--- src/rtl/s2b_pkg.sv ---
package s2b_pkg;
   typedef enum logic [2:0] {
      ST_IDLE,
      ST_ADDR,
      ST_TURN,
      ST_DATA,
      ST_RSTB,
      ST_ROUT,
      ST_WSTB,
      ST_WACK
   } s2b_state_e;
endpackage

--- src/rtl/s2b_pair_shreg.sv ---
module s2b_pair_shreg #(
   parameter int W = 8
) (
   input  logic         clk,
   input  logic         rst_n,
   input  logic         shift_i,
   input  logic         load_i,
   input  logic [1:0]   pair_i,
   input  logic [W-1:0] load_val_i,
   output logic [W-1:0] q_o
);
   localparam int STAGES = W / 2;

   logic [W-1:0] q;

   generate
      if ((W % 2) != 0 || W < 4) begin : g_bad_w
         $error("s2b_pair_shreg: W must be even and at least 4");
      end
      for (genvar g = 0; g < STAGES; g++) begin : g_stage
         logic [1:0] st;
         logic [1:0] nxt;
         if (g == STAGES - 1) begin : g_top
            assign nxt = pair_i;
         end else begin : g_mid
            assign nxt = q[2*g+2 +: 2];
         end
         always_ff @(posedge clk or negedge rst_n) begin
            if (!rst_n)       st <= 2'b00;
            else if (load_i)  st <= load_val_i[2*g +: 2];
            else if (shift_i) st <= nxt;
         end
         assign q[2*g +: 2] = st;
      end
   endgenerate

   assign q_o = q;
endmodule

--- src/rtl/s2b_ctrl.sv ---
module s2b_ctrl
   import s2b_pkg::*;
#(
   parameter int ADDR_CYC = 9,
   parameter int DATA_CYC = 16
) (
   input  logic clk,
   input  logic rst_n,
   input  logic req_i,
   output logic addr_shift_o,
   output logic data_shift_o,
   output logic data_load_o,
   output logic we_o,
   output logic re_o,
   output logic ack_o
);
   localparam int MAXC  = (ADDR_CYC > DATA_CYC) ? ADDR_CYC : DATA_CYC;
   localparam int CNT_W = $clog2(MAXC + 1);
   localparam logic [CNT_W-1:0] ADDR_LAST = CNT_W'(ADDR_CYC - 1);
   localparam logic [CNT_W-1:0] DATA_LAST = CNT_W'(DATA_CYC - 1);
   localparam logic [CNT_W-1:0] ONE       = CNT_W'(1);

   s2b_state_e       state;
   logic [CNT_W-1:0] cnt;

   generate
      if (ADDR_CYC < 2 || DATA_CYC < 2) begin : g_bad_cyc
         $error("s2b_ctrl: address and data phases need at least 2 cycles");
      end
   endgenerate

   always_ff @(posedge clk or negedge rst_n) begin
      if (!rst_n) begin
         state <= ST_IDLE;
         cnt   <= '0;
      end else begin
         unique case (state)
            ST_IDLE: if (req_i) begin
               state <= ST_ADDR;
               cnt   <= ONE;
            end
            ST_ADDR: begin
               if (!req_i)                 state <= ST_IDLE;
               else if (cnt == ADDR_LAST) begin
                  state <= ST_TURN;
                  cnt   <= '0;
               end else                    cnt <= cnt + ONE;
            end
            ST_TURN: begin
               if (req_i) begin
                  state <= ST_DATA;
                  cnt   <= ONE;
               end else state <= ST_RSTB;
            end
            ST_DATA: begin
               if (!req_i)                 state <= ST_IDLE;
               else if (cnt == DATA_LAST)  state <= ST_WSTB;
               else                        cnt <= cnt + ONE;
            end
            ST_RSTB: begin
               state <= ST_ROUT;
               cnt   <= '0;
            end
            ST_ROUT: begin
               if (cnt == DATA_LAST) state <= ST_IDLE;
               else                  cnt <= cnt + ONE;
            end
            ST_WSTB: state <= ST_WACK;
            ST_WACK: state <= ST_IDLE;
            default: state <= ST_IDLE;
         endcase
      end
   end

   always_comb begin
      addr_shift_o = req_i && (state == ST_IDLE || state == ST_ADDR);
      data_shift_o = (req_i && (state == ST_TURN || state == ST_DATA))
                     || (state == ST_ROUT);
      data_load_o  = (state == ST_RSTB);
      we_o         = (state == ST_WSTB);
      re_o         = (state == ST_RSTB);
      ack_o        = (state == ST_ROUT) || (state == ST_WACK);
   end


   abort_quiet_chk: assert property (@(posedge clk) disable iff (!rst_n)
      ((state == ST_ADDR || state == ST_DATA) && !req_i)
      |=> (!we_o && !re_o && !ack_o));


   wr_ack_chk: assert property (@(posedge clk) disable iff (!rst_n)
      we_o |=> (ack_o && !we_o));


   rd_ack_chk: assert property (@(posedge clk) disable iff (!rst_n)
      re_o |=> (ack_o && !re_o));


   rd_decide_chk: assert property (@(posedge clk) disable iff (!rst_n)
      (state == ST_TURN && !req_i) |=> re_o);
endmodule

--- src/rtl/pair_serial_reg_slave.sv ---
module pair_serial_reg_slave #(
   parameter int DATA_W = 32,
   parameter int ADDR_W = 17
) (
   input  logic              clk,
   input  logic              rst_n,
   input  logic              req_i,
   input  logic [1:0]        sdi_i,
   output logic              ack_o,
   output logic [1:0]        sdo_o,
   output logic [ADDR_W-1:0] reg_addr_o,
   output logic [DATA_W-1:0] reg_wdata_o,
   output logic              reg_we_o,
   output logic              reg_re_o,
   input  logic [DATA_W-1:0] reg_rdata_i
);
   localparam int ADDR_CYC = (ADDR_W + 1) / 2;
   localparam int DATA_CYC = DATA_W / 2;
   localparam int ASR_W    = 2 * ADDR_CYC;

   generate
      if (DATA_W != 8 && DATA_W != 32) begin : g_bad_data_w
         $error("pair_serial_reg_slave: DATA_W must be 8 or 32");
      end
      if ((ADDR_W % 2) == 0) begin : g_bad_addr_w
         $error("pair_serial_reg_slave: ADDR_W must be odd (one pad bit)");
      end
   endgenerate

   logic              addr_shift, data_shift, data_load, ack;
   logic [ASR_W-1:0]  addr_q;
   logic [DATA_W-1:0] data_q;
   logic              pad_unused;

   s2b_ctrl #(
      .ADDR_CYC (ADDR_CYC),
      .DATA_CYC (DATA_CYC)
   ) ctrl_i (
      .clk          (clk),
      .rst_n        (rst_n),
      .req_i        (req_i),
      .addr_shift_o (addr_shift),
      .data_shift_o (data_shift),
      .data_load_o  (data_load),
      .we_o         (reg_we_o),
      .re_o         (reg_re_o),
      .ack_o        (ack)
   );

   s2b_pair_shreg #(.W(ASR_W)) addr_sr_i (
      .clk        (clk),
      .rst_n      (rst_n),
      .shift_i    (addr_shift),
      .load_i     (1'b0),
      .pair_i     (sdi_i),
      .load_val_i ({ASR_W{1'b0}}),
      .q_o        (addr_q)
   );

   s2b_pair_shreg #(.W(DATA_W)) data_sr_i (
      .clk        (clk),
      .rst_n      (rst_n),
      .shift_i    (data_shift),
      .load_i     (data_load),
      .pair_i     (sdi_i),
      .load_val_i (reg_rdata_i),
      .q_o        (data_q)
   );

   assign pad_unused  = addr_q[0];
   assign reg_addr_o  = addr_q[ASR_W-1:1];
   assign reg_wdata_o = data_q;
   assign ack_o       = ack;
   assign sdo_o       = ack ? data_q[1:0] : 2'b00;


   addr_hold_chk: assert property (@(posedge clk) disable iff (!rst_n)
      (reg_we_o || reg_re_o) |-> $stable(reg_addr_o));
endmodule

--- config.mk ---
export PLATFORM = sky130hd
export DESIGN_NAME = pair_serial_reg_slave
export DESIGN_NICKNAME = d
export VERILOG_FILES = /design/src/rtl/s2b_pkg.sv /design/src/rtl/s2b_pair_shreg.sv /design/src/rtl/s2b_ctrl.sv /design/src/rtl/pair_serial_reg_slave.sv
export SDC_FILE = /design/constraint.sdc
export NUM_CORES = 1
export LEC_CHECK = 0
export ABC_CLOCK_PERIOD_IN_PS = 2700
export BUFFER_PORTS_ARGS = -buffer_cell sky130_fd_sc_hd__buf_2
export CELL_PAD_IN_SITES_DETAIL_PLACEMENT = 0
export CELL_PAD_IN_SITES_GLOBAL_PLACEMENT = 1
export CORE_UTILIZATION = 37
export DETAILED_ROUTE_END_ITERATION = 6
export GPL_TIMING_DRIVEN = 0
export PLACE_DENSITY_LB_ADDON = 0.12
export SETUP_SLACK_MARGIN = 0.4
export SYNTH_ARGS = -nofsm -noshare
export SYNTH_HDL_FRONTEND = slang
export SYNTH_SLANG_ARGS = --single-unit
--- constraint.sdc ---
create_clock -name clk -period 2.7 [get_ports clk]
set_clock_uncertainty 0.2 [all_clocks]
set_input_delay 0.54 -clock clk [delete_from_list [all_inputs] [get_ports clk]]
set_output_delay 0.54 -clock clk [all_outputs]
set_load 0.02 [all_outputs]
Word-level counts from Yosys, hierarchy flattened
Cells that the tools add are included.

Add/subtract/negate cells: 1. Equal/unequal tests: 16. Reduce and logical (&&, ||, !) cells: 12. Multiplexer cells: 47.

Operators by type and width (count): $mux 2 (33); $mux 5 (5); $pmux 5 s5 (1); $pmux 3 s8 (1); $mux 3 (7); $eq 3x3->1 const B (4); $eq 5x4->1 const B (2); $reduce_and 4->1 (2); $eq 3x2->1 const B (2); $ne 2x2->1 const B (3); $ne 3x2->1 const B (2); $add 5x1->5 const B (1); $reduce_bool 5->1 (1); $logic_or 1x1->1 (4); $ne 2x1->1 const B (2); $eq 3x1->1 const B (1); $logic_not 3->1 (1); $logic_and 1x1->1 (2); $reduce_bool 2->1 (1); $reduce_or 2->1 (1).

Input port bits: 37. Output and inout port bits: 54. Bits in registers: 58. Logic and storage cells: 103.

Logic depth before layout (Yosys ltp)
Gate-level depths: netlist of the first run.

Depth in word-level cells: 6. Gate-level depth with buffers: 7. Mapped depth without buffers: 7.

Modules after synthesis
From an unflattened synthesis of the first run, not the netlist that was laid out.

Cell total of the unflattened synthesis: 284. Area, all modules: 2937.8 µm².

Modules (own cells, without submodules): s2b_pair_shreg at data_sr_i (cells each 139, times used 1, area an instance 1515.2 µm², sequential area each 800.8 µm²); s2b_pair_shreg at addr_sr_i (cells each 78, times used 1, area an instance 839.6 µm², sequential area each 450.4 µm²); s2b_ctrl (cells each 64, times used 1, area an instance 566.8 µm², sequential area each 200.2 µm²); pair_serial_reg_slave (cells each 3, times used 1, area an instance 16.3 µm², sequential area each 0.0 µm²).

Least setup slack after synthesis of the first run
Ideal clock, no wire load.

Path kind: reg-to-reg. Start point: register ctrl_i.cnt[0]. End point: register ctrl_i.cnt[2]. Required time: 2.374 ns. Path slack: 0.748 ns. Library setup time: 0.126 ns. Data arrival time: 1.626 ns. Cell stages (with the launch flop): 8. Buffers on the path: 0. Period minus slack after synthesis: 1.952 ns. Path through: dfrtp_1 > ha_1 > and3_1 > ha_1 > nand2_1 > o21ai_4 > and3_1 > a311o_1.

Cells in the longest elaborated chain, start to end: 4. Elaborated cells on any way between the ends: 8. Those cells by class: add/sub: 1; eq/ne: 2; mux: 5.

RTL lines: from (decl) (RTL line s2b_ctrl.sv:24) `logic [CNT_W-1:0] cnt;`; from (signal assigned) (RTL line s2b_ctrl.sv:47) `end else cnt <= cnt + ONE;`; from (signal assigned) (RTL line s2b_ctrl.sv:58) `else cnt <= cnt + ONE;`; from (signal assigned) (RTL line s2b_ctrl.sv:66) `else cnt <= cnt + ONE;`; $add 5x1->5, or another cell as far along (RTL line s2b_ctrl.sv:47, s2b_ctrl.sv:58, s2b_ctrl.sv:66); $mux 5, on equally long branches (RTL line s2b_ctrl.sv:57, s2b_ctrl.sv:65, s2b_ctrl.sv:44); $mux 5, on equally long branches (RTL line s2b_ctrl.sv:56, s2b_ctrl.sv:43); $pmux 5 s5 (*) (RTL line s2b_ctrl.sv:37) `unique case (state)`.

Mark *: on every way between the ends. The rest lies on a longest branch, timed or not. The select of a mux whose other input is x is not followed. A chain may end at the register's enable or synchronous reset.

Final worst setup path of the first run
Start point: register ctrl_i.state[2]. End point: output reg_re_o.

Cells in the longest elaborated chain, start to end: 1.

RTL lines: from (decl) (RTL line s2b_ctrl.sv:23) `s2b_state_e state;`; from (signal assigned) (RTL line s2b_ctrl.sv:34) `state <= ST_IDLE;`; from (signal assigned) (RTL line s2b_ctrl.sv:39) `state <= ST_ADDR;`; from (signal assigned) (RTL line s2b_ctrl.sv:43) `if (!req_i) state <= ST_IDLE;`; $eq 3x3->1 (RTL line s2b_ctrl.sv:81) `re_o = (state == ST_RSTB);`; to (decl) (RTL line pair_serial_reg_slave.sv:14) `output logic reg_re_o,`.

No other way between the ends.

==> results.md, run 1 <==
- Run status: finished clean
- Tcrit/Tclk final: between 80% and 90%
- Worst path slowest cell: sky130_fd_sc_hd__dfrtp_2
- Synth warnings: 0
- Setup crit end kind: primary output
- HPWL after detailed placement: 4620 um
- Synthesized netlist net count: 319
- Transition at the pin with the smallest max-transition slack: 731 ps
- Number of distinct library cells after synthesis: 31
- Total of buffers placed on input and output ports: 90
- Setup Viol. Count Final: 0
- Maximum number of pins on one net before global-route repair: 58
- Number of vias per cell: roughly 4.7
- Ant. Diodes: 0
- Depth of the CTS H-tree: 3
- Reg area: 1430 sq um
- Average wire per standard cell: 13.7 um
- Worst Hold Class: input port to asynchronous set/reset pin
- Core area: 6940 sq um
- Fraction of layout cells with a size suffix above 1: between 30 and 40%
- Shortest clock period the worst path allows after layout: 2250 ps
- Number of flip-flops and latches in the synthesized netlist: 57
- GRT Util Overall: approximately a fifth
- Pwr dens: about 1200 nW/um^2
- Leading cell type in the layout, fill and taps excluded: sky130_fd_sc_hd__buf_2
- Largest fanout of any net on the critical path: 10
- Post-synthesis instance area: 2720 sq um
- Total Die Area: 7700 sq um
- Setup TNS: 0 ps
- CTS tree: yes
- Max frequency: 444 MHz
- WL final: roughly 6600 um
- Signed area change from the synthesized netlist to the final layout: 30.2%
- Worst setup SP type: flip-flop
- Count of max-cap constraint violations: 0
- Overflow after GRT: 0
- Number of buffers inserted by hold repair at cts: 0
- Remaining DRCs: 0
- Number of antenna violations at the first check in global routing: 0
- Detail Route Antenna Nets: 0
- Via total after detailed routing: between 2000 and 2500
- Critical Path AT: 1510 ps
- Critical path's largest stage delay: around 420 ps
- Placer congestion estimate: 0.790
- Max-slew violation count: 0
- Count of routing violations after the opening detailed-route iteration: slightly above 100
- Final hold violation count: 0
- Worst skew pair latency: 330 ps
- Die W: 87.8 um
- Number of buffers inserted during clock tree synthesis: 9
- Maximum buffer depth of the clock tree: 2
- Height of the die: 87.8 um
- # nets final: around 420
- Number of primary I/O pins: 91
- Effective utilization at floorplan: around 40%
- Worst-case headroom to the max-slew limit: 51.3%
- List of cells traversed by the critical path: and2b_2 > nor2b_1 > buf_4 > buf_12 > buf_6
- Number of global-route vias before repair: 2111
- Kind of critical path: flip-flop to primary output
- Power, Total: 4.35 mW
- Commonest non-fill, non-tap cells in the layout: sky130_fd_sc_hd__buf_2, sky130_fd_sc_hd__nand2_1, sky130_fd_sc_hd__dfrtp_1, sky130_fd_sc_hd__mux2i_1, sky130_fd_sc_hd__o21ai_1
- Sink Count: 57
- Global-route wire length before repair: approximately 11000 um
- Area taken by multi-input logic gates: between 1000 and 1500 sq um
- Filler instances: 683
- Root buffer cell: sky130_fd_sc_hd__clkbuf_8
- Cells after Synth: 279
- Mean cell area of the mapped netlist: 9.75 sq um
- Pre-Repair DR Iteration Count: 4
- CP Data Required Time: 1960 ps
- Leakage power: roughly 1.8 nW
- Sequential element share of the synthesized area: 52.4%
- Clock transition at the registers of the reported paths: 70 ps
- Unrepaired setup endpoints after global routing: no
- Worst supply voltage drop on vdd: around 530 uV
- Count of standard-cell rows: 30
==> through the flow <==
step | instances | cell area (sq um) | util (%) | hold slack (ps) | worst slack [ps]
floorplan | 279 | 2720 | - | 44.4 | 748
global placement | 465 | 3290 | 47.4 | 256 | 606
detailed placement | 465 | 3290 | 47.4 | 267 | 613
CTS | 483 | 3520 | 50.7 | 205 | 409
global route | 484 | 3540 | 51.0 | 134 | 405
finish | 484 | 3540 | 51.0 | 54.9 | 447
==> cell families (layout without fill, tap and decap cells) <==
group / after synthesis / in the layout / synth area share [%]
adders and majority gates: 3 / 3 / 1.38
muxes: 33 / 33 / 12.1
and+or+nand+nor: 113 / 113 / 17.9
buffers and inverters: 22 / 131 / 4.64
DFF: 57 / 57 / 52.4
AOI/OAI and AO/OA: 51 / 51 / 11.5
==> area by class of cell <==
class                           instances  area share (%)
Tap cell                               96            3.39
Multi-Input combinational cell        200            33.0
Clock inverter                          2           0.989
Buffer                                 16            3.18
Sequential cell                        57            40.3
Inverter                                6           0.636
Timing Repair Buffer                   93            13.6
Clock buffer                           14            4.87
==> worst max-delay path, delay by kind of cell, from the launching register on <==
family	cells	cell delay [ps]
flops	1	420
buf+inv	3	420
simple gates	2	340
==> Yosys cell counts <==
| cell | n | area [sq um] |
|---|---|---|
| sky130_fd_sc_hd__and4bb_2 | 1 | 12.5 |
| sky130_fd_sc_hd__nand2_1 | 88 | 330 |
| sky130_fd_sc_hd__and2b_4 | 1 | 10.0 |
| sky130_fd_sc_hd__o2bb2ai_1 | 1 | 8.76 |
| sky130_fd_sc_hd__a22o_1 | 4 | 35.0 |
| sky130_fd_sc_hd__inv_1 | 6 | 22.5 |
| sky130_fd_sc_hd__clkbuf_1 | 2 | 7.51 |
| sky130_fd_sc_hd__o21ai_4 | 1 | 16.3 |
| sky130_fd_sc_hd__dfrtp_1 | 57 | 1430 |
| sky130_fd_sc_hd__o22a_1 | 1 | 8.76 |
| sky130_fd_sc_hd__nor3_1 | 1 | 5.00 |
| sky130_fd_sc_hd__nand3_1 | 3 | 15.0 |
| sky130_fd_sc_hd__a21oi_4 | 1 | 16.3 |
| sky130_fd_sc_hd__nor2b_1 | 2 | 12.5 |
| sky130_fd_sc_hd__nand2b_1 | 3 | 18.8 |
| sky130_fd_sc_hd__a31oi_1 | 1 | 6.26 |
| sky130_fd_sc_hd__o21ai_0 | 3 | 15.0 |
| sky130_fd_sc_hd__buf_4 | 3 | 22.5 |
| sky130_fd_sc_hd__and2_1 | 3 | 18.8 |
| sky130_fd_sc_hd__ha_1 | 3 | 37.5 |
| sky130_fd_sc_hd__and2b_1 | 2 | 15.0 |
| sky130_fd_sc_hd__nor2_1 | 4 | 15.0 |
| sky130_fd_sc_hd__mux2i_1 | 33 | 330 |
| sky130_fd_sc_hd__and3_1 | 4 | 25.0 |
| sky130_fd_sc_hd__a311o_1 | 1 | 10.0 |
| sky130_fd_sc_hd__o21ai_1 | 32 | 160 |
| sky130_fd_sc_hd__a21oi_1 | 5 | 25.0 |
| sky130_fd_sc_hd__nor3_2 | 1 | 10.0 |
| sky130_fd_sc_hd__buf_2 | 8 | 40.0 |
| sky130_fd_sc_hd__buf_6 | 3 | 33.8 |
| sky130_fd_sc_hd__a21boi_2 | 1 | 11.3 |
==> state kept, by name, indices dropped and copies added (netlist names) <==
signal                 count
data_sr_i.g_stage.st       4
addr_sr_i.g_stage.nxt     16
ctrl_i.cnt                 5
data_sr_i.g_stage.nxt     28
ctrl_i.state               3
addr_sr_i.g_stage.st       1
==> worst paths after layout <==
check,start,to,slack [ps],depth (start not counted)
worst min register to register,addr_sr_i.g_stage[0].st[1],addr_sr_i.g_stage[0].st[1],270,2
min in group clk,sdi_i[0],addr_sr_i.g_stage[7].nxt[0],220,3
worst min-delay path,rst_n,data_sr_i.g_stage[4].nxt[0],50,1
max in group asynchronous,rst_n,ctrl_i.state[2],1700,1
worst max register to register,ctrl_i.cnt[0],ctrl_i.cnt[2],590,7
worst max-delay path,ctrl_i.state[2],reg_re_o,450,5
==> what timing repair did <==
item                       in CTS  in global routing
setup endpoints to repair       1                  1
gates resized for setup         3                  3
buffers inserted                2                  1
==> report_power, final <==
group | total (mW) | internal (mW) | leakage [nW] | switching [mW]
Combinational | 1.99 | 0.791 | 0.966 | 1.20
Sequential | 1.52 | 1.23 | 0.719 | 0.291
Clock | 0.839 | 0.502 | 0.107 | 0.338
Total | 4.35 | 2.52 | 1.79 | 1.83
==> routing by layer <==
metal,up-vias,GRT usage (%),part of all wire (%)
met1,1079,26.9,50
met3,9,4.52,6.0
li1,1140,-,-
met4,0,9.84,1.8
met5,-,0,0
met2,64,25.9,42
No activity file was read; power rests on OpenSTA's default activity.
==> run 2: changes to the inputs <==
ABC_CLOCK_PERIOD_IN_PS = 2100   (was 2700)
clock period = 2.1 ns   (was 2.7 ns; I/O delays follow)
==> run 2 against run 1 <==
Hold slack improved by 42 ps. Setup slack got worse by 360 ps. Sequential power increased by 30%. Non-clock buffer count increased by 26. Clock power increased by 26%. Critical path type unchanged. Largest cell class unchanged.
==> results.md, run 2 (synthesized netlist as in run 1, its figures left out) <==
- GRT Util Overall: 20.3% (was 18.7%)
- Worst path slowest cell: sky130_fd_sc_hd__dfrtp_1 (was sky130_fd_sc_hd__dfrtp_2)
- Pre-Repair DR Iteration Count: 4 (unchanged)
- Setup TNS: 0 ps (unchanged)
- Least setup slack across all paths after layout: 82.2 ps (was 447 ps)
- Placed insts: 465 (unchanged)
- Overflow after GRT: 0 (unchanged)
- Max-slew violation count: 0 (unchanged)
- Setup Viol. Count Final: 0 (unchanged)
- List of cells traversed by the critical path: and2b_1 > nor2b_4 > buf_6 > buf_12 > buf_8 (was and2b_2 > nor2b_1 > buf_4 > buf_12 > buf_6)
- Clock transition at the registers of the reported paths: 70 ps (about the same)
- Unrepaired setup endpoints after global routing: yes (was no)
- Count of standard-cell rows: 30 (unchanged)
- Number of antenna violations at the first check in global routing: 0 (unchanged)
- Maximum buffer depth of the clock tree: 2 (unchanged)
- Effective utilization at floorplan: 39.2% (unchanged)
- HPWL after detailed placement: 4670 um (was 4620 um)
- Number of buffers inserted during clock tree synthesis: 9 (unchanged)
- Detail Route Antenna Nets: 0 (unchanged)
- Post-route design area: 4120 sq um (was 3540 sq um)
- Number of global-route vias before repair: 2303 (was 2111)
- Fraction of layout cells with a size suffix above 1: 44.2% (was 33.2%)
- Critical Path AT: 1400 ps (was 1510 ps)
- Signed area change from the synthesized netlist to the final layout: 51.4% (was 30.2%)
- Via total after detailed routing: 2415 (was 2292)
- Shortest clock period the worst path allows after layout: 2020 ps
- Total of buffers placed on input and output ports: 90 (unchanged)
- Core area: 6940 sq um (unchanged)
- Total Die Area: 7700 sq um (unchanged)
- Root buffer cell: sky130_fd_sc_hd__clkbuf_8 (unchanged)
- Number of non-filler instances in the completed layout: 510 (was 484)
- Run status: finished clean (unchanged)
- CTS tree: yes (unchanged)
- Setup crit end kind: primary output (unchanged)
- Layout Utilization: 59.3% (was 51.0%)
- Worst Hold Class: input port to flip-flop (was input port to asynchronous set/reset pin)
- Number of vias per cell: 4.74 (about the same)
- Count of routing violations after the opening detailed-route iteration: 78 (was 103)
- Commonest non-fill, non-tap cells in the layout: sky130_fd_sc_hd__buf_2, sky130_fd_sc_hd__nand2_1, sky130_fd_sc_hd__dfrtp_1, sky130_fd_sc_hd__o21ai_1, sky130_fd_sc_hd__mux2i_1 (was sky130_fd_sc_hd__buf_2, sky130_fd_sc_hd__nand2_1, sky130_fd_sc_hd__dfrtp_1, sky130_fd_sc_hd__mux2i_1, sky130_fd_sc_hd__o21ai_1)
- Leakage power: 2.04 nW (was 1.79 nW)
- WL final: 7430 um (was 6650 um)
- Ant. Diodes: 0 (unchanged)
- Worst supply voltage drop on vdd: 727 uV (was 531 uV)
- Worst setup SP type: flip-flop (unchanged)
- Max frequency: 496 MHz
- Count of max-cap constraint violations: 0 (unchanged)
- Placer congestion estimate: 0.778 (was 0.790)
- Global-route wire length before repair: 11700 um (was 10800 um)
- Transition at the pin with the smallest max-transition slack: 732 ps (was 731 ps)
- Worst-case headroom to the max-slew limit: 51.2% (was 51.3%)
- Maximum number of pins on one net before global-route repair: 58 (unchanged)
- Worst skew pair latency: 330 ps (about the same)
- Number of primary I/O pins: 91 (unchanged)
- # nets final: 449 (was 423)
- Depth of the CTS H-tree: 3 (unchanged)
- Critical path's largest stage delay: 380 ps (was 420 ps)
- Dpl cell area: 3320 sq um (was 3290 sq um)
- Largest fanout of any net on the critical path: 2 (was 10)
- Average wire per standard cell: 14.6 um (was 13.7 um)
- Height of the die: 87.8 um (unchanged)
- Pwr dens: 1530 nW/um^2 (was 1230 nW/um^2)
- Kind of critical path: flip-flop to primary output (unchanged)
- Final hold violation count: 0 (unchanged)
- CP Data Required Time: 1480 ps (was 1960 ps)
- Die W: 87.8 um (unchanged)
- Remaining DRCs: 0 (unchanged)
- Number of flip-flops in the largest register: 28 (unchanged)
- Tcrit/Tclk final: 96.1%
- Pre-CTS WS: 132 ps (was 613 ps)
- Sink Count: 57 (unchanged)
- Leading cell type in the layout, fill and taps excluded: sky130_fd_sc_hd__buf_2 (unchanged)
[run 2: path summary, 6_finish.rpt]
| check | from | cells after the start | slack, ps | end |
|---|---|---|---|---|
| hold / removal | sdi_i[0] | 3 | 100 | addr_sr_i.g_stage[7].nxt[0] |
| hold reg to reg | addr_sr_i.g_stage[0].st[1] | 2 | 280 | addr_sr_i.g_stage[0].st[1] |
| min in group asynchronous | rst_n | 2 | 480 | data_sr_i.g_stage[4].nxt[0] |
| setup / recovery | ctrl_i.state[0] | 5 | 80 | reg_re_o |
| max in group asynchronous | rst_n | 2 | 670 | ctrl_i.state[1] |
| setup reg to reg | ctrl_i.state[2] | 8 | 220 | addr_sr_i.g_stage[7].nxt[0] |
[run 2: final cells by class]
type                    count  area, sq um
multi-input cells         200         1320
inverters                   6         22.5
well taps                  96          120
fillers                   630         2830
flip-flops and latches     57         1430
clock inverters             4         51.3
repair buffers            119          821
clock buffers              12          155
plain buffers              16          204
[run 2: routing by layer]
layer / share of wire [%] / global-route usage, % / up-vias
met1: 49 / 29.4 / 1151
met3: 5.3 / 6.31 / 0
li1: - / - / 1198
met5: 0 / 0 / -
met2: 46 / 29.3 / 66
met4: 0 / 5.37 / 0
[run 2: power by group]
group / internal (mW) / total [mW] / switching (mW)
combinational: 1.53 / 3.26 / 1.73
clock: 0.613 / 1.06 / 0.447
sequential: 1.58 / 1.98 / 0.394
[run 2: repair_timing]
item                                    4_1_cts  5_1_grt
endpoints found under the setup margin       52       60
pin swaps                                     6        6
hold buffers                                  0        1
cloned                                        2        2
resized for setup                            51       26
buffers inserted                             19        5
hold endpoints to repair                      0        3
[run 2: worst max-delay path, delay by kind of cell, from the launching register on]
| kind | cells | cell delay (ps) |
|---|---|---|
| DFF | 1 | 380 |
| buffers and inverters | 3 | 310 |
| and+or+nand+nor | 2 | 380 |
[run 2: per-stage QoR]
stage / power, mW / hold WS [ps]
5_1_grt: 6.72 / 99.7
3_3_place_gp: 4.49 / 257
3_5_place_dp: 4.54 / 265
4_1_cts: 6.08 / 81.9
6_report: 6.30 / 96.9
2_1_floorplan: 3.67 / -75.6
==> run 3: changes to the inputs <==
CORE_ASPECT_RATIO = 0.9   (was unset)
RECOVER_POWER = 50   (was unset)
==> run 3 against run 2 <==
Sequential cell count unchanged. Via count increased by 2.5%. Clock power about the same. Global-route usage increased by 0.83 points. First-iteration DRC count decreased by 2.6%.
==> results.md, run 3 (synthesized netlist as in run 1, its figures left out) <==
- CP Data Required Time: 1480 ps (about the same)
- Setup Viol. Count Final: 0 (unchanged)
- Placer congestion estimate: 0.739 (was 0.778)
- Average wire per standard cell: 14.9 um (was 14.6 um)
- Total Die Area: 7700 sq um (about the same)
- HPWL after detailed placement: 4620 um (was 4670 um)
- Worst reg2reg setup slack: 120 ps (was 220 ps)
- Setup crit end kind: primary output (unchanged)
- Worst Hold Class: input port to flip-flop (unchanged)
- Count of max-cap constraint violations: 0 (unchanged)
- Power, Total: 6.33 mW (was 6.30 mW)
- Die W: 92.4 um (was 87.8 um)
- Ant. Diodes: 0 (unchanged)
- Largest fanout of any net on the critical path: 3 (was 2)
- Maximum buffer depth of the clock tree: 2 (unchanged)
- Endpoint of the worst hold-timing path: addr_sr_i.g_stage[7].nxt[0] (unchanged)
- CTS tree: yes (unchanged)
- Worst-case headroom to the max-slew limit: 46.2% (was 51.2%)
- Worst reg2reg endpoint: data_sr_i.g_stage[3].nxt[0] (was addr_sr_i.g_stage[7].nxt[0])
- Kind of critical path: flip-flop to primary output (unchanged)
- Height of the die: 83.4 um (was 87.8 um)
- GRT Util Overall: 21.1% (was 20.3%)
- Remaining DRCs: 0 (unchanged)
- Worst setup SP type: flip-flop (unchanged)
- Worst supply voltage drop on vdd: 662 uV (was 727 uV)
- Effective utilization at floorplan: 38.5% (was 39.2%)
- Depth of the CTS H-tree: 3 (unchanged)
- Number of vias per cell: 4.81 (was 4.74)
- Number of flip-flops in the largest register: 28 (unchanged)
- Transition at the pin with the smallest max-transition slack: 807 ps (was 732 ps)
- Hold Crit Depth: 3 (unchanged)
- Total of buffers placed on input and output ports: 90 (unchanged)
- Maximum number of pins on one net before global-route repair: 58 (unchanged)
- Post-route design area: 4170 sq um (was 4120 sq um)
- Least setup slack across all paths after layout: 41.1 ps (was 82.2 ps)
- Worst path slowest cell: sky130_fd_sc_hd__dfrtp_2 (was sky130_fd_sc_hd__dfrtp_1)
- Via total after detailed routing: 2475 (was 2415)
- Number of antenna violations at the first check in global routing: 0 (unchanged)
- # nets final: 458 (was 449)
- Critical Path AT: 1440 ps (was 1400 ps)
- Pwr dens: 1520 nW/um^2 (was 1530 nW/um^2)
- Leading cell type in the layout, fill and taps excluded: sky130_fd_sc_hd__nand2_1 (was sky130_fd_sc_hd__buf_2)
- Pre-CTS WS: 104 ps (was 132 ps)
- Worst min-delay path startpoint: sdi_i[0] (unchanged)
- Detail Route Antenna Nets: 0 (unchanged)
- Core area: 7080 sq um (was 6940 sq um)
- Number of global-route vias before repair: 2421 (was 2303)
- Run status: finished clean (unchanged)
- Number of buffers inserted during clock tree synthesis: 9 (unchanged)
- Commonest non-fill, non-tap cells in the layout: sky130_fd_sc_hd__nand2_1, sky130_fd_sc_hd__buf_2, sky130_fd_sc_hd__dfrtp_1, sky130_fd_sc_hd__mux2i_1, sky130_fd_sc_hd__o21ai_1 (was sky130_fd_sc_hd__buf_2, sky130_fd_sc_hd__nand2_1, sky130_fd_sc_hd__dfrtp_1, sky130_fd_sc_hd__o21ai_1, sky130_fd_sc_hd__mux2i_1)
- Worst reg2reg startpoint: ctrl_i.state[2] (unchanged)
- Count of routing violations after the opening detailed-route iteration: 76 (was 78)
- List of cells traversed by the critical path: and2b_2 > nor2b_4 > buf_6 > buf_12 > buf_8 (was and2b_1 > nor2b_4 > buf_6 > buf_12 > buf_8)
- Final hold violation count: 0 (unchanged)
- Shortest clock period the worst path allows after layout: 2060 ps (was 2020 ps)
- Pre-Repair DR Iteration Count: 4 (unchanged)
- Sink Count: 57 (unchanged)
- Signed area change from the synthesized netlist to the final layout: 53.4% (was 51.4%)
- Max frequency: 486 MHz (was 496 MHz)
- Max-slew violation count: 0 (unchanged)
- Layout Utilization: 59.0% (was 59.3%)
- Root buffer cell: sky130_fd_sc_hd__clkbuf_8 (unchanged)
- Number of primary I/O pins: 91 (unchanged)
- Worst skew pair latency: 330 ps (about the same)
- Count of standard-cell rows: 29 (was 30)
- Overflow after GRT: 0 (unchanged)
- Critical path's largest stage delay: 410 ps (was 380 ps)
- Dpl cell area: 3320 sq um (about the same)
- Global-route wire length before repair: 12400 um (was 11700 um)
- Fraction of layout cells with a size suffix above 1: 38.2% (was 44.2%)
- Cell count of the worst reg-to-reg path: 10 (was 8)
- Clock transition at the registers of the reported paths: 70 ps (about the same)
- Leakage power: 1.98 nW (was 2.04 nW)
- Tcrit/Tclk final: 98.0% (was 96.1%)
- Unrepaired setup endpoints after global routing: yes (unchanged)
- WL final: 7700 um (was 7430 um)
- Hold slack: 91.1 ps (was 96.9 ps)
[run 3: cell count changes in the layout (fill, tap and decap cells not counted), moves of 2 or more]
| cell | delta |
|---|---|
| sky130_fd_sc_hd__buf_2 | -29 |
| sky130_fd_sc_hd__clkbuf_1 | +28 |
| sky130_fd_sc_hd__buf_6 | +7 |
| sky130_fd_sc_hd__mux2i_1 | +3 |
| sky130_fd_sc_hd__buf_12 | +2 |
| sky130_fd_sc_hd__buf_4 | -2 |
| sky130_fd_sc_hd__buf_8 | +2 |
| sky130_fd_sc_hd__clkbuf_16 | -2 |
| sky130_fd_sc_hd__mux2i_2 | -2 |
| sky130_fd_sc_hd__o21ai_0 | -2 |
[run 3: what timing repair did]
action,4_1_cts,5_1_grt
endpoints found under the setup margin,52,62
resized for setup,81,16
hold buffers,0,1
setup buffers,25,3
hold endpoints to repair,0,6
gates cloned,9,0
pin swaps,11,8
[run 3: final cells by class]
| cell class | count | area [sq um] |
|---|---|---|
| Buffer | 16 | 220 |
| Clock buffer | 12 | 155 |
| Clock inverter | 3 | 40.0 |
| Fill cell | 676 | 2900 |
| Inverter | 6 | 22.5 |
| Multi-Input combinational cell | 201 | 1310 |
| Sequential cell | 57 | 1430 |
| Tap cell | 93 | 116 |
| Timing Repair Buffer | 127 | 886 |
[run 3: worst max-delay path by stage]
stage | from | endpoint | cells after the start
detailed placement | ctrl_i.state[2] | reg_re_o | 5
floorplan | ctrl_i.cnt[0] | ctrl_i.cnt[2] | 7
global placement | ctrl_i.state[2] | reg_re_o | 5
CTS | ctrl_i.state[2] | reg_re_o | 5
global route | ctrl_i.state[2] | sdo_o[1] | 5
finish | ctrl_i.state[2] | reg_re_o | 5
[run 3: through the flow]
stage,instances,TNS [ps]
finish,515,0
global route,515,-1.28
CTS,511,-3.74
detailed placement,462,0
global placement,462,0
floorplan,279,0
[run 3: critical path, delay by kind of cell, from the launching register on]
kind,cells,cell delay [ps]
DFF,1,410
buffers and inverters,3,370
and+or+nand+nor,2,330
[run 3: layer usage]
layer	routed length (um)	global-route usage (%)	vias up
met1	3740	30.5	1191
met3	455	7.42	8
met2	3420	30.1	59
li1	-	-	1217
met4	76	5.11	0
met5	0	0	-
[run 3: report_power, final]
part / switching, mW / internal [mW]
sequential: 0.398 / 1.58
combinational: 1.76 / 1.56
clock: 0.431 / 0.603
total: 2.59 / 3.74
